[src/rtl/wp_pkg.sv]
// Shared constants and types for the write-protection command sequencer.
// Assumes command addresses are compared on 15 low address bits.
package wp_pkg;
    localparam int CMP_W  = 15;
    localparam int DATA_W = 8;

    localparam logic [CMP_W-1:0]  CMD_ADR_P = 15'h5555;
    localparam logic [CMP_W-1:0]  CMD_ADR_Q = 15'h2AAA;
    localparam logic [DATA_W-1:0] CODE_LEAD = 8'hAA;
    localparam logic [DATA_W-1:0] CODE_KEY  = 8'h55;
    localparam logic [DATA_W-1:0] CODE_ARM  = 8'hA0;
    localparam logic [DATA_W-1:0] CODE_EXT  = 8'h80;
    localparam logic [DATA_W-1:0] CODE_REL  = 8'h20;

    // Matcher progress: number of handshake steps seen so far.
    typedef enum logic [2:0] {
        ST_IDLE = 3'd0,
        ST_G1   = 3'd1,
        ST_G2   = 3'd2,
        ST_D3   = 3'd3,
        ST_D4   = 3'd4,
        ST_D5   = 3'd5
    } step_t;
endpackage

[src/rtl/wp_cmd_match.sv]
// Command handshake matcher. It tracks the arm and release handshakes
// step by step. A step that does not match returns it to idle, and a
// lead step (0xAA at 0x5555) restarts it. It assumes valid_i is only
// high when the controller lets the matcher see the write.
module wp_cmd_match
    import wp_pkg::*;
(
    input  logic              clk,
    input  logic              por_n,
    input  logic              rst_n,
    input  logic              valid_i,
    input  logic [CMP_W-1:0]  addr_i,
    input  logic [DATA_W-1:0] data_i,
    output logic              absorb_o,
    output logic              arm_hit_o,
    output logic              rel_hit_o
);
    step_t step_q, step_d;
    logic  at_p, at_q, is_lead;

    assign at_p    = (addr_i == CMD_ADR_P);
    assign at_q    = (addr_i == CMD_ADR_Q);
    assign is_lead = at_p && (data_i == CODE_LEAD);

    // Next step and hit decode for the current write.
    always_comb begin
        step_d    = step_q;
        absorb_o  = 1'b0;
        arm_hit_o = 1'b0;
        rel_hit_o = 1'b0;
        if (valid_i) begin
            case (step_q)
                ST_IDLE: if (is_lead) begin
                    step_d = ST_G1; absorb_o = 1'b1;
                end
                ST_G1: if (at_q && data_i == CODE_KEY) begin
                    step_d = ST_G2; absorb_o = 1'b1;
                end
                ST_G2: if (at_p && data_i == CODE_ARM) begin
                    step_d = ST_IDLE; absorb_o = 1'b1; arm_hit_o = 1'b1;
                end else if (at_p && data_i == CODE_EXT) begin
                    step_d = ST_D3; absorb_o = 1'b1;
                end
                ST_D3: if (is_lead) begin
                    step_d = ST_D4; absorb_o = 1'b1;
                end
                ST_D4: if (at_q && data_i == CODE_KEY) begin
                    step_d = ST_D5; absorb_o = 1'b1;
                end
                ST_D5: if (at_p && data_i == CODE_REL) begin
                    step_d = ST_IDLE; absorb_o = 1'b1; rel_hit_o = 1'b1;
                end
                default: step_d = ST_IDLE;
            endcase
            if (!absorb_o) begin
                if (is_lead) begin
                    step_d   = ST_G1;
                    absorb_o = 1'b1;
                end else begin
                    step_d = ST_IDLE;
                end
            end
        end
    end

    // Step register; either reset returns to idle.
    always_ff @(posedge clk) begin
        if (!por_n || !rst_n) step_q <= ST_IDLE;
        else                  step_q <= step_d;
    end

    // a hit always completes the handshake, so the matcher is idle afterwards.
    a_r8_idle_after_hit: assert property (@(posedge clk) disable iff (!por_n || !rst_n)
        (arm_hit_o || rel_hit_o) |=> (step_q == ST_IDLE));
endmodule

[src/rtl/wp_mode_ctl.sv]
// Mode control: the persistent protection flag, the command-opened load
// window with its byte count, and the release delay timer. It assumes
// prog_done_i is a one-cycle report from the page loader.
module wp_mode_ctl #(
    parameter int PAGE_BYTES = 256,
    parameter int TWC_CYCLES = 50
) (
    input  logic clk,
    input  logic por_n,
    input  logic rst_n,
    input  logic wr_valid_i,
    input  logic prog_done_i,
    input  logic arm_hit_i,
    input  logic rel_hit_i,
    output logic prot_o,
    output logic win_o,
    output logic full_o,
    output logic busy_o
);
    localparam int CNT_W = $clog2(PAGE_BYTES + 1);
    localparam int TMR_W = (TWC_CYCLES > 2) ? $clog2(TWC_CYCLES) : 1;
    localparam logic [CNT_W-1:0] CNT_MAX  = CNT_W'(PAGE_BYTES);
    localparam logic [TMR_W-1:0] TMR_LAST = TMR_W'(TWC_CYCLES - 1);

    logic             prot_q, win_q, busy_q;
    logic [CNT_W-1:0] cnt_q;
    logic [TMR_W-1:0] tmr_q;
    logic             tmr_end;

    assign full_o  = (cnt_q == CNT_MAX);
    assign tmr_end = busy_q && (tmr_q == TMR_LAST);

    // Protection flag: cleared only by power-on reset; held by functional reset.
    always_ff @(posedge clk) begin
        if (!por_n)               prot_q <= 1'b0;
        else if (rst_n) begin
            if (win_q && prog_done_i) prot_q <= 1'b1;
            else if (tmr_end)         prot_q <= 1'b0;
        end
    end

    // Load window and its byte count.
    always_ff @(posedge clk) begin
        if (!por_n || !rst_n) begin
            win_q <= 1'b0;
            cnt_q <= '0;
        end else if (arm_hit_i) begin
            win_q <= 1'b1;
            cnt_q <= '0;
        end else if (win_q && prog_done_i) begin
            win_q <= 1'b0;
        end else if (win_q && wr_valid_i && !full_o) begin
            cnt_q <= cnt_q + 1'b1;
        end
    end

    // Release delay timer started by the final release step.
    always_ff @(posedge clk) begin
        if (!por_n || !rst_n) begin
            busy_q <= 1'b0;
            tmr_q  <= '0;
        end else if (rel_hit_i) begin
            busy_q <= 1'b1;
            tmr_q  <= '0;
        end else if (tmr_end) begin
            busy_q <= 1'b0;
        end else if (busy_q) begin
            tmr_q <= tmr_q + 1'b1;
        end
    end

    assign prot_o = prot_q;
    assign win_o  = win_q;
    assign busy_o = busy_q;

    // power-on reset clears protection.
    a_r12_por_clears: assert property (@(posedge clk) !por_n |=> !prot_q);
    // a functional reset alone leaves protection untouched.
    a_r9_func_rst_keeps: assert property (@(posedge clk) disable iff (!por_n)
        !rst_n |=> (prot_q == $past(prot_q)));
    // protection rises only when programming ends inside a window.
    a_r5_rise_cause: assert property (@(posedge clk) disable iff (!por_n)
        $rose(prot_q) |-> $past(win_q && prog_done_i));
    // protection falls only after the release delay or by power-on reset.
    a_r10_fall_cause: assert property (@(posedge clk)
        $fell(prot_q) |-> $past(busy_q || !por_n));
    // the byte count never passes the page size.
    a_r4_cnt_bound: assert property (@(posedge clk) disable iff (!por_n)
        cnt_q <= CNT_MAX);
endmodule

[src/rtl/wp_write_gate.sv]
// Write gate: classifies each write as forwarded, consumed or rejected,
// and registers the one-cycle result pulses. It assumes that the mode
// inputs describe the state before the write is applied.
module wp_write_gate (
    input  logic clk,
    input  logic por_n,
    input  logic rst_n,
    input  logic wr_valid_i,
    input  logic busy_i,
    input  logic win_i,
    input  logic full_i,
    input  logic absorb_i,
    input  logic prot_i,
    input  logic arm_hit_i,
    output logic permit_o,
    output logic blocked_o,
    output logic win_start_o
);
    logic permit_d, blocked_d;
    logic permit_q, blocked_q, start_q;

    // Decide the fate of the current write.
    always_comb begin
        permit_d  = 1'b0;
        blocked_d = 1'b0;
        if (wr_valid_i) begin
            if (busy_i)        blocked_d = 1'b1;
            else if (win_i)    begin permit_d = !full_i; blocked_d = full_i; end
            else if (absorb_i) permit_d = 1'b0;
            else if (prot_i)   blocked_d = 1'b1;
            else               permit_d = 1'b1;
        end
    end

    // Register the result pulses.
    always_ff @(posedge clk) begin
        if (!por_n || !rst_n) begin
            permit_q  <= 1'b0;
            blocked_q <= 1'b0;
            start_q   <= 1'b0;
        end else begin
            permit_q  <= permit_d;
            blocked_q <= blocked_d;
            start_q   <= arm_hit_i;
        end
    end

    assign permit_o    = permit_q;
    assign blocked_o   = blocked_q;
    assign win_start_o = start_q;

    // a write is never both forwarded and rejected.
    a_r6_permit_block_excl: assert property (@(posedge clk) disable iff (!por_n)
        !(permit_q && blocked_q));
    // nothing is forwarded for a write taken during the release delay.
    a_r11_busy_no_permit: assert property (@(posedge clk) disable iff (!por_n || !rst_n)
        busy_i |=> !permit_q);
    // the window-start pulse lasts one cycle.
    a_r3_start_pulse: assert property (@(posedge clk) disable iff (!por_n || !rst_n)
        start_q |=> !start_q);
endmodule

[src/rtl/wp_cmd_seq.sv]
// Top of the write-protection command sequencer. It joins the handshake
// matcher, the mode control and the write gate. It assumes one qualified
// write event per wr_valid cycle.
module wp_cmd_seq
    import wp_pkg::*;
#(
    parameter int ADDR_W     = 17,
    parameter int PAGE_BYTES = 256,
    parameter int TWC_CYCLES = 50
) (
    input  logic              clk,
    input  logic              por_n,
    input  logic              rst_n,
    input  logic              wr_valid,
    input  logic [ADDR_W-1:0] wr_addr,
    input  logic [DATA_W-1:0] wr_data,
    input  logic              prog_done,
    output logic              wr_permit,
    output logic              wr_blocked,
    output logic              win_start,
    output logic              prot_flag
);
    logic absorb, arm_hit, rel_hit;
    logic prot, win, full, busy;
    logic match_valid;
    logic addr_hi_unused;

    // Upper address bits take no part in command matching.
    assign addr_hi_unused = ^wr_addr[ADDR_W-1:CMP_W];
    // The matcher sees only writes outside a window and the release delay.
    assign match_valid = wr_valid && !busy && !win;

    wp_cmd_match u_match (
        .clk       (clk),
        .por_n     (por_n),
        .rst_n     (rst_n),
        .valid_i   (match_valid),
        .addr_i    (wr_addr[CMP_W-1:0]),
        .data_i    (wr_data),
        .absorb_o  (absorb),
        .arm_hit_o (arm_hit),
        .rel_hit_o (rel_hit)
    );

    wp_mode_ctl #(
        .PAGE_BYTES (PAGE_BYTES),
        .TWC_CYCLES (TWC_CYCLES)
    ) u_mode (
        .clk         (clk),
        .por_n       (por_n),
        .rst_n       (rst_n),
        .wr_valid_i  (wr_valid),
        .prog_done_i (prog_done),
        .arm_hit_i   (arm_hit),
        .rel_hit_i   (rel_hit),
        .prot_o      (prot),
        .win_o       (win),
        .full_o      (full),
        .busy_o      (busy)
    );

    wp_write_gate u_gate (
        .clk         (clk),
        .por_n       (por_n),
        .rst_n       (rst_n),
        .wr_valid_i  (wr_valid),
        .busy_i      (busy),
        .win_i       (win),
        .full_i      (full),
        .absorb_i    (absorb),
        .prot_i      (prot),
        .arm_hit_i   (arm_hit),
        .permit_o    (wr_permit),
        .blocked_o   (wr_blocked),
        .win_start_o (win_start)
    );

    assign prot_flag = prot;
endmodule

[config.mk]
export PLATFORM = sky130hd
export DESIGN_NAME = wp_cmd_seq
export DESIGN_NICKNAME = d
export VERILOG_FILES = /design/src/rtl/wp_pkg.sv /design/src/rtl/wp_cmd_match.sv /design/src/rtl/wp_mode_ctl.sv /design/src/rtl/wp_write_gate.sv /design/src/rtl/wp_cmd_seq.sv
export SDC_FILE = /design/constraint.sdc
export NUM_CORES = 1
export LEC_CHECK = 0
export ABC_AREA = 1
export ABC_CLOCK_PERIOD_IN_PS = 2900
export BUFFER_PORTS_ARGS = -buffer_cell sky130_fd_sc_hd__buf_2
export CAP_MARGIN = 20
export CORE_UTILIZATION = 60
export CTS_BUF_LIST = sky130_fd_sc_hd__clkbuf_4
export DETAILED_ROUTE_END_ITERATION = 10
export GPL_TIMING_DRIVEN = 0
export HOLD_SLACK_MARGIN = 0.15
export PLACE_DENSITY = 0.87
export SYNTH_ARGS = -nofsm -noshare
export SYNTH_HDL_FRONTEND = slang
export SYNTH_SLANG_ARGS = --single-unit
[constraint.sdc]
create_clock -name clk -period 2.9 [get_ports clk]
set_input_delay 0.435 -clock clk [delete_from_list [all_inputs] [get_ports clk]]
set_output_delay 0.435 -clock clk [all_outputs]
set_load 0.005 [all_outputs]
### Word-level counts from Yosys, hierarchy flattened

Index checks and enable logic that the tools add are counted.

* add/sub/neg operators: 2
* eq/ne operators: 20
* mux-type cells: 36
* bitwise gates (word level): 3
* reduce and logical (&&, ||, !) cells: 31

Operators by type and width (count)
* 1-bit 2-to-1 mux: 26
* 8-bit equality test (second input constant): 3
* 3-bit 2-to-1 mux: 8
* 3-bit one-hot mux with 6 select lines: 1
* 15-bit by 14-bit equality test with 1-bit output (second input constant): 1
* 15-bit equality test (second input constant): 1
* 3-bit by 2-bit inequality test with 1-bit output (second input constant): 5
* 1-bit logical AND: 11
* 2-bit OR reduction: 5
* 9-bit by 1-bit adder with 9-bit output (second input constant): 1
* 9-bit equality test (second input constant): 1
* 8-bit by 6-bit equality test with 1-bit output (second input constant): 1
* 8-bit by 7-bit equality test with 1-bit output (second input constant): 1
* 7-bit AND reduction: 1
* 6-bit by 1-bit adder with 6-bit output (second input constant): 1
* 3-bit by 2-bit equality test with 1-bit output (second input constant): 2
* 3-bit equality test (second input constant): 2
* 6-bit equality test (second input constant): 1
* 2-bit AND reduction: 3
* 2-bit nonzero test: 3
* 1-bit zero test: 5
* 4-bit by 2-bit inequality test with 1-bit output (second input constant): 1
* 1-bit one-hot mux with 4 select lines: 1
* 3-bit by 1-bit equality test with 1-bit output (second input constant): 1
* other kinds (4): 6

* flip-flop bits (word level): 24
* input port bits: 30
* output and inout port bits: 4
* word-level logic and storage cells: 101

### Depth between registers and ports, before layout

Gate-level depths: netlist of run 1.

* depth in word-level cells: 11
* mapped depth: 13
* mapped depth without buffers: 13

### Cells and area by module

Synthesis of run 1 repeated with hierarchy kept, for this count alone.

* cell total of the unflattened synthesis: 306
* area total of the unflattened synthesis: 1810.5 um^2

By module, submodules not included
* wp_mode_ctl: instances 1, cells an instance 155, area each 999.7 um^2, sequential area each 360.3 um^2
* wp_cmd_match: instances 1, cells an instance 132, area each 669.4 um^2, sequential area each 60.1 um^2
* wp_write_gate: instances 1, cells an instance 16, area each 127.6 um^2, sequential area each 60.1 um^2
* wp_cmd_seq: instances 1, cells an instance 3, area each 13.8 um^2, sequential area each 0.0 um^2

### Worst setup path after synthesis of run 1

OpenSTA, ideal clock, no wires.

* path type: input to register
* from: input port wr_addr[9]
* to: register u_gate.blocked_q, in the netlist u_gate.blocked_o
* setup time: 0.118 ns
* arrival time: 1.264 ns
* required time: 2.782 ns
* setup slack: 1.518 ns
* stages on the path: 10
* path buffers: 0
* path through: inv_1 > nand2_1 > nor2_1 > nand2_1 > nor2_4 > nand3_1 > nand2_2 > nor2_1 > a21boi_1 > nor2_1

* cells in the longest elaborated chain, start to end: 11
* elaborated cells between the ends (all ways): 19
* classes of those cells: 2 x eq/ne; 12 x mux; 5 x reduce/logical

Ends and longest elaborated chain
* start, declared: line wp_cmd_seq.sv:15 `input logic [ADDR_W-1:0] wr_addr,`
* 15-bit equality test: line wp_cmd_match.sv:21 `assign at_p = (addr_i == CMD_ADR_P);`
* 1-bit logical AND: line wp_cmd_match.sv:41 `end else if (at_p && data_i == CODE_EXT) begin`
* 1-bit 2-to-1 mux: line wp_cmd_match.sv:41
* 1-bit 2-to-1 mux: line wp_cmd_match.sv:39 `ST_G2: if (at_p && data_i == CODE_ARM) begin`
* 1-bit one-hot mux with 4 select lines: line wp_cmd_match.sv:32 `case (step_q)`
* 1-bit 2-to-1 mux: line wp_cmd_match.sv:31 `if (valid_i) begin`
* 1-bit 2-to-1 mux *: line wp_cmd_match.sv:55 `if (!absorb_o) begin`
* 1-bit 2-to-1 mux *: line wp_cmd_match.sv:31
* 1-bit 2-to-1 mux *: line wp_write_gate.sv:29 `else if (absorb_i) permit_d = 1'b0;`
* 1-bit 2-to-1 mux *: line wp_write_gate.sv:28 `else if (win_i) begin permit_d = !full_i; blocked_d = full_i; end`
* 1-bit 2-to-1 mux *: line wp_write_gate.sv:27 `if (busy_i) blocked_d = 1'b1;`
* end signal, assigned: line wp_write_gate.sv:43 `blocked_q <= blocked_d;`
* end, declared: line wp_write_gate.sv:20 `logic permit_q, blocked_q, start_q;`

Every way passes the cells marked *; elsewhere a longest branch is shown, timed or not. The select of a mux whose other input is x is not followed.
A chain may end at the register's enable or synchronous reset.

### Worst setup path after layout of run 1

* from: register u_mode.busy_q, in the netlist u_mode.busy_o
* to: register u_mode.cnt_q[4]

* cells in the longest elaborated chain, start to end: 5

Ends and longest elaborated chain
* start, declared: line wp_mode_ctl.sv:25 `logic prot_q, win_q, busy_q;`
* start signal, assigned: line wp_mode_ctl.sv:60 `busy_q <= 1'b0;`
* start signal, assigned: line wp_mode_ctl.sv:63 `busy_q <= 1'b1;`
* start signal, assigned: line wp_mode_ctl.sv:66 `busy_q <= 1'b0;`
* 1-bit zero test: line wp_cmd_seq.sv:31 `assign match_valid = wr_valid && !busy && !win;`
* 1-bit logical AND (2 in a row): line wp_cmd_seq.sv:31
* 1-bit 2-to-1 mux: line wp_cmd_match.sv:31
* 2-bit OR reduction (no source line)
* end signal, assigned: line wp_mode_ctl.sv:53 `cnt_q <= cnt_q + 1'b1;`
* end, declared: line wp_mode_ctl.sv:26 `logic [CNT_W-1:0] cnt_q;`

No other way between the ends.

==> metrics.yaml, run 1 <==
status:
  status: "finished clean"
floorplanning:
  io_pins: 34
  start_util: 0.630
  fp.dieW_um: 53.0
  die_h_um: 53.0
  core_mm2: 0.00248
  design.die.area_mm2: 0.00281
  row_count: 18
synthesis:
  synth_cell_type_count: 27
  netlist_top_cells_area: "dfxtp_1 (31%), nand2_1 (16%), inv_1 (9.1%), nor2_1 (7.7%), nand3_1 (5.8%)"
  synth_area_leader_cell: "dfxtp_1"
  netlist_area_mm2: 0.00156
  synth_flop_cell: "dfxtp_1"
  synthesis.nets: 279
  async_flop_share: 0
  avgSynthCellArea_um2: 6.37
  syn_inst: 245
  synth-seq-cells: 24
  synth_top_area_frac: 0.308
  synth_most_common_cell: "nand2_1"
  synth_common_cells: "nand2_1 (65), inv_1 (38), nor2_1 (32)"
  ys_seq_area_frac: 0.308
  synth_enable_flop_cells: 0
  synth_warnings: 0
timing:
  slew_headroom: 0.772
  period_needed_ns: 1.51
  tns_ns: 0
  hold_viol: 0
  rsz0062_at_grt: "no"
  finalWorstSetupSlack_ns: 1.39
  fmax_mhz: 661
  clock_skew_ns: 0.0161
  final.period_utilization: 0.522
  tightest_slew_ns: 0.339
  slew_viol_final: 0
  setup_viol: 0
layout:
  layout-drive-gt1-share: 0.193
  stdcell_count: 310
  diodes: 0
  syn_to_final_growth_pct: 15.7
  fin_nets: 315
critical_path:
  cp_max_fo: 9
  r2r_cells: 4
  r2r-end: "u_mode.cnt_q[4]"
  crit_path_end_kind: "flop"
  start_kind: "flop"
  cp.arrival_ns: 1.71
  reg2reg_slack_ns: 1.39
  crit_path_start: "u_mode.busy_o"
  worstReg2RegStart: "u_mode.busy_o"
  critical_path_class: "reg2reg"
  cp.required_ns: 3.10
placement:
  gp_congestion: 0.842
  io_buffers: 31
  post-place-ws_ns: 1.16
  dp_cells: 306
  dpl.hpwl_mm: 2.51
global_routing:
  grtUsageTotal: 0.237
  grt_pass1_wl_mm: 5.00
  grt_max_degree: 15
  grt_overflow: 0
  antenna_found_initial: 0
  first_global_vias: 1314
clocking:
  htreeDepth: 1
  clk_path_buf_depth: 2
  cts_tree: "built"
  cts_hold_buf: 0
  numCtsBuffers: 3
  cts_root_buffer: "clkbuf_4"
  cts_resized: 0
  path_clk_slew_ns: 0.14
  clock_latency_ns: 0.32
  cts_sinks: 24
  cts_setup_buffers: 0
hold_path:
  holdPathStages: 3
  hp-start: "por_n"
  hold_path_class: "in2reg"
  hold_path_end: "u_mode.prot_o"
power:
  p_leak_nw: 0.821
  p_int_mw: 0.496
  p_switching_mw: 0.139
  clkPwrFrac: 0.383
  peakVddDrop_v: 0.000301
  p_total_mw: 0.635
  seq_power_share: 0.526
  swShare: 0.219
  pwr-share-comb: 0.091
  power_density_mw_per_mm2: 352
route:
  vias: 1567
  ant_nets: 0
  drt-vias-per-instance: 5.05
  totalWireLength_mm: 3.11
  avgRoutedWirePerCell_um: 10.0
  route.detailed.drc: 0
  drt_pass1_iterations: 4
  drt-initial-drc-count: 28
flow_run:
  max_cap_viol_count: 0
[metal layers]
layer / share of wire / GRT usage / wire length (um)
met5: 0 / 0 / 0
met4: 0.0064 / 0.0526 / 20
met3: 0.029 / 0.0345 / 91
met2: 0.52 / 0.479 / 1630
met1: 0.44 / 0.250 / 1370
[registers in the layout, summed over array words and instances (netlist names)]
register / count
u_mode.prot_o: 1
u_mode.win_o: 1
u_mode.busy_o: 1
u_mode.cnt_q: 9
u_gate.win_start_o: 1
u_mode.tmr_q: 6
u_match.step_q: 3
u_gate.blocked_o: 1
u_gate.permit_o: 1
[worst max-delay path: stages (launching register included)]
cell and delay, ns:
dfxtp_1 0.39, nor3_4 0.35, nand4_1 0.24, nand2_1 0.33
a21oi_1 0.08
[final cells by class]
| class | count | area [um2] |
|---|---|---|
| flip-flops and latches | 24 | 480 |
| repair buffers | 31 | 155 |
| clock buffers | 3 | 22.5 |
| clock inverters | 1 | 30.0 |
| multi-input cells | 179 | 918 |
| well taps | 30 | 37.5 |
| inverters | 42 | 163 |
| fillers | 236 | 671 |
[metrics by stage]
stage                     cell area [um2]  hold WS [ns]   util
after floorplan                      1560         0.467      -
after global placement               1750         0.483  0.708
after detailed placement             1750         0.493  0.708
after CTS                            1810         0.353  0.729
after global routing                 1810         0.357  0.729
final                                1810         0.354  0.729
[worst max-delay path by stage]
stage | endpoint | slack [ns] | cells after the start
after floorplan | u_gate.blocked_o | 1.52 | 10
after global placement | u_mode.cnt_q[7] | 1.21 | 9
after detailed placement | u_mode.cnt_q[4] | 1.16 | 7
after CTS | u_mode.cnt_q[4] | 1.37 | 4
after global routing | u_mode.tmr_q[4] | 1.24 | 8
final | u_mode.cnt_q[4] | 1.39 | 4
[cell usage in the layout (no fill, tap or decap)]
master / netlist / routed
nand4_1: 6 / 6
nor3_1: 3 / 3
o21ai_0: 5 / 5
o2bb2ai_1: 1 / 1
nand3_1: 18 / 18
o211ai_1: 1 / 1
or2_2: 2 / 2
nor2_2: 3 / 3
xor2_1: 7 / 7
inv_2: 3 / 3
ha_1: 4 / 4
nor3_4: 2 / 2
nor2_4: 1 / 1
buf_2: 0 / 31
nand2_1: 65 / 65
dfxtp_1: 24 / 24
o21ai_1: 2 / 2
nor4_2: 2 / 2
nand3_2: 1 / 1
nor2_1: 32 / 32
inv_1: 38 / 38
a21oi_1: 17 / 17
nand2_4: 1 / 1
nor3_2: 1 / 1
inv_6: 1 / 1
nand2_2: 2 / 2
or2_0: 2 / 2
a21boi_1: 1 / 1
bufinv_16: 0 / 1
clkbuf_4: 0 / 3
[logic make-up after synthesis]
logic type	count (synthesis)	synth area share
buffers and inverters	42	0.104
and+or+nand+nor	141	0.425
AOI/OAI and AO/OA	27	0.0921
DFF	24	0.308
xor gates and xnor gates	7	0.0393
adders and majority gates	4	0.0321
[power groups by stage]
stage / sequential (mW) / clock, mW / combinational, mW
4_1_cts: 0.334 / 0.245 / 0.0581
3_5_place_dp: 0.341 / 0 / 0.0575
3_3_place_gp: 0.341 / 0 / 0.0561
6_report: 0.334 / 0.243 / 0.0577
5_1_grt: 0.334 / 0.255 / 0.0666
2_1_floorplan: 0.341 / 0 / 0.0293
Note: power is estimated with default switching activity, not from simulation.
==> inputs of run 2 (changes only) <==
--- a/config.mk
+++ b/config.mk
@@ -6,15 +6,15 @@
 export NUM_CORES = 1
 export LEC_CHECK = 0
 export ABC_AREA = 1
-export ABC_CLOCK_PERIOD_IN_PS = 2900
+export ABC_CLOCK_PERIOD_IN_PS = 1390
 export BUFFER_PORTS_ARGS = -buffer_cell sky130_fd_sc_hd__buf_2
 export CAP_MARGIN = 20
-export CORE_UTILIZATION = 60
+export CORE_UTILIZATION = 51
 export CTS_BUF_LIST = sky130_fd_sc_hd__clkbuf_4
 export DETAILED_ROUTE_END_ITERATION = 10
 export GPL_TIMING_DRIVEN = 0
 export HOLD_SLACK_MARGIN = 0.15
-export PLACE_DENSITY = 0.87
+export PLACE_DENSITY = 0.79
 export SYNTH_ARGS = -nofsm -noshare
 export SYNTH_HDL_FRONTEND = slang
 export SYNTH_SLANG_ARGS = --single-unit
==> constraint.sdc (replaced) <==
create_clock -name clk -period 1.39 [get_ports clk]
set_input_delay 0.2085 -clock clk [delete_from_list [all_inputs] [get_ports clk]]
set_output_delay 0.2085 -clock clk [all_outputs]
set_load 0.005 [all_outputs]
==> run 2 against run 1 <==
  * The flow now finishes with violations (DRC)
  * First-iteration DRC count rose by 79%
  * Die area up 17%
  * Sequential power rose by 110%
  * Sequential share of layout area down 0.35 points
  * Flip-flop and latch count unchanged
  * Via count shrank 0.13%
  * Wire length decreased by 3.1%
  * Register-to-register slack worse by 1.4 ns
  * Largest cell class unchanged
  * Highest routed layer unchanged
==> metrics.yaml, run 2 (synthesized netlist as in run 1, its figures left out) <==
layout:
  stdcell_count: 317  # +2.3%
  largest_register: "u_mode.cnt_q"
  fin_nets: 321  # +1.9%
  design_area_mm2: 0.00192  # +6.1%
  diodes: 0  # unchanged
  postLayoutCoreUtil: 0.678  # -0.0517
  top_regs: "u_mode.cnt_q: 9 flops, u_mode.tmr_q: 6 flops, u_match.step_q: 3 flops"
  largest_reg_flops: 9  # unchanged
  fill_cells: 271  # +15%
  syn_to_final_growth_pct: 22.8
  mostFrequentLayoutCells: "nand2_1 (63), inv_1 (38), buf_2 (31), nor2_1 (30)"
  final_common_cell: "nand2_1"
  layout-drive-gt1-share: 0.266  # +0.0729
power:
  pwr-share-comb: 0.113  # +0.022
  peakVddDrop_v: 0.000627  # +110%
  swShare: 0.249  # +0.0296
  p_leak_nw: 0.859  # +4.6%
  seq_power_share: 0.611  # +0.085
  p_int_mw: 0.849  # +71%
  clkPwrFrac: 0.275  # -0.108
  power_density_mw_per_mm2: 589  # +68%
  p_switching_mw: 0.281  # +100%
critical_path:
  path_delay_family: "simple AND/OR/NAND/NOR gates"
  start_kind: "flop"
  cp.arrival_ns: 1.58  # -0.13 ns
  reg2reg_slack_ns: 0.02  # -1.37 ns
  cp.required_ns: 1.60  # -1.50 ns
  worstReg2RegStart: "u_mode.cnt_q[2]"
  r2r-end: "u_mode.cnt_q[3]"
  r2r_cells: 7  # +3
  critical_path_class: "reg2reg"
  crit_path_end_kind: "flop"
  cp_num_buf_inv: 1  # +1
  cp_max_fo: 9  # unchanged
  path_cells: "nor4_4 -> nand4_1 -> nand2_4 -> buf_12 -> nor2_1 -> nand2_1 -> a21oi_1"
  cp_slowest_stage_delay_ns: 0.37  # -0.02 ns
  crit_path_top_delay_cell: "dfxtp_4"
floorplanning:
  io_pins: 34  # unchanged
  core_mm2: 0.00283  # +14%
  design.die.area_mm2: 0.00329  # +17%
  start_util: 0.552  # -0.0783
  row_count: 19  # +1
  fp.dieW_um: 57.3  # +8.1%
  die_h_um: 57.3  # +8.1%
clocking:
  cts_sinks: 24  # unchanged
  htreeDepth: 1  # unchanged
  clock_latency_ns: 0.31  # about the same
  path_clk_slew_ns: 0.13  # about the same
  clk_path_buf_depth: 2  # unchanged
  numCtsBuffers: 3  # unchanged
  cts_tree: "built"
  cts_root_buffer: "clkbuf_4"
global_routing:
  first_global_vias: 1305  # -0.68%
  antenna_found_initial: 0  # unchanged
  grt_pass1_wl_mm: 5.00  # +0.14%
  grtUsageTotal: 0.189  # -0.0473
  grt_max_degree: 14  # -1
  grt_overflow: 0  # unchanged
placement:
  post-place-ws_ns: -0.0951  # -1.26 ns
  gp_congestion: 0.855  # +1.4%
  dpl_cell_area_mm2: 0.00176  # about the same
  io_buffers: 31  # unchanged
  dp_cells: 307  # +0.33%
  dpl.hpwl_mm: 2.27  # -9.5%
route:
  route.detailed.drc: 2  # +2
  ant_nets: 0  # unchanged
  drt-vias-per-instance: 4.94  # -2.3%
  vias: 1565  # -0.13%
  avgRoutedWirePerCell_um: 9.52  # -5.2%
  totalWireLength_mm: 3.02  # -3.1%
  drt-initial-drc-count: 50  # +79%
  drt_pass1_iterations: 7  # +3
timing:
  whs_ns: 0.162  # -0.192 ns
  tightest_slew_ns: 0.332  # -0.00696 ns
  finalWorstSetupSlack_ns: 0.0190  # -1.37 ns
  slew_viol_final: 0  # unchanged
  hold_viol: 0  # unchanged
  setup_viol: 0  # unchanged
  rsz0062_at_grt: "yes"
  period_needed_ns: 1.37  # -0.142 ns
  fmax_mhz: 729  # +10%
  final.period_utilization: 0.986  # +0.465
  clock_skew_ns: 0.00387  # -0.0122 ns
  slew_headroom: 0.777  # +0.00467
hold_path:
  holdPathStages: 3  # unchanged
  hold_path_class: "in2reg"
  hp-start: "prog_done"
  hold_path_end: "u_mode.prot_o"
status:
  status: "finished with violations"
  violations: "DRC"
flow_run:
  max_cap_viol_count: 0  # unchanged
## run 2: repair_timing
item / 4_1_cts / 5_1_grt
endpoints found under the hold margin: 1 / 0
setup buffers: 3 / 2
hold buffers: 1 / 0
pin swaps: 3 / 8
resized for setup: 9 / 18
endpoints found under the setup margin: 12 / 16
## run 2: power groups by stage
stage,registers (mW),clock network [mW],logic (mW)
6_report,0.691,0.311,0.128
5_1_grt,0.692,0.343,0.149
4_1_cts,0.694,0.325,0.124
3_5_place_dp,0.712,0,0.120
3_3_place_gp,0.712,0,0.118
2_1_floorplan,0.711,0,0.0610
## run 2: area by class of cell
class,count,area [um2],share of cell area
Timing Repair Buffer,37,215,0.112
Tap cell,31,38.8,0.0202
Inverter,42,163,0.0849
Multi-Input combinational cell,179,971,0.507
Sequential cell,24,503,0.262
Clock buffer,3,22.5,0.0117
Clock inverter,1,3.75,0.00196
## run 2: worst reg2reg max path, stage by stage (launching register included)
cell and delay (ns):
dfxtp_4 0.37, nor4_4 0.26, nand4_1 0.21, nand2_4 0.15
buf_12 0.12, nor2_1 0.04, nand2_1 0.06, a21oi_1 0.06
## run 2: how the worst max path moves through the flow
stage,startpoint,end,slack (ns),depth (start not counted)
global route,u_mode.win_o,u_mode.cnt_q[3],-0.06,7
global placement,wr_addr[9],u_mode.cnt_q[6],-0.07,9
CTS,u_mode.cnt_q[2],u_mode.cnt_q[3],-0.001,7
detailed placement,wr_addr[9],u_mode.cnt_q[0],-0.1,9
finish,u_mode.cnt_q[2],u_mode.cnt_q[3],0.02,7
floorplan,u_mode.tmr_q[1],u_mode.tmr_q[4],0.09,8
## run 2: per-stage QoR
step	power, mW	setup TNS (ns)
2_1_floorplan	0.772	0
3_3_place_gp	0.830	-0.619
3_5_place_dp	0.832	-0.811
4_1_cts	1.14	-0.00134
5_1_grt	1.18	-0.292
6_report	1.13	0
## run 2: routing by layer
| metal | track usage | wire length (um) |
|---|---|---|
| met5 | 0 | 0 |
| met4 | 0.0523 | 24 |
| met3 | 0.0408 | 90 |
| met2 | 0.329 | 1470 |
| met1 | 0.237 | 1430 |
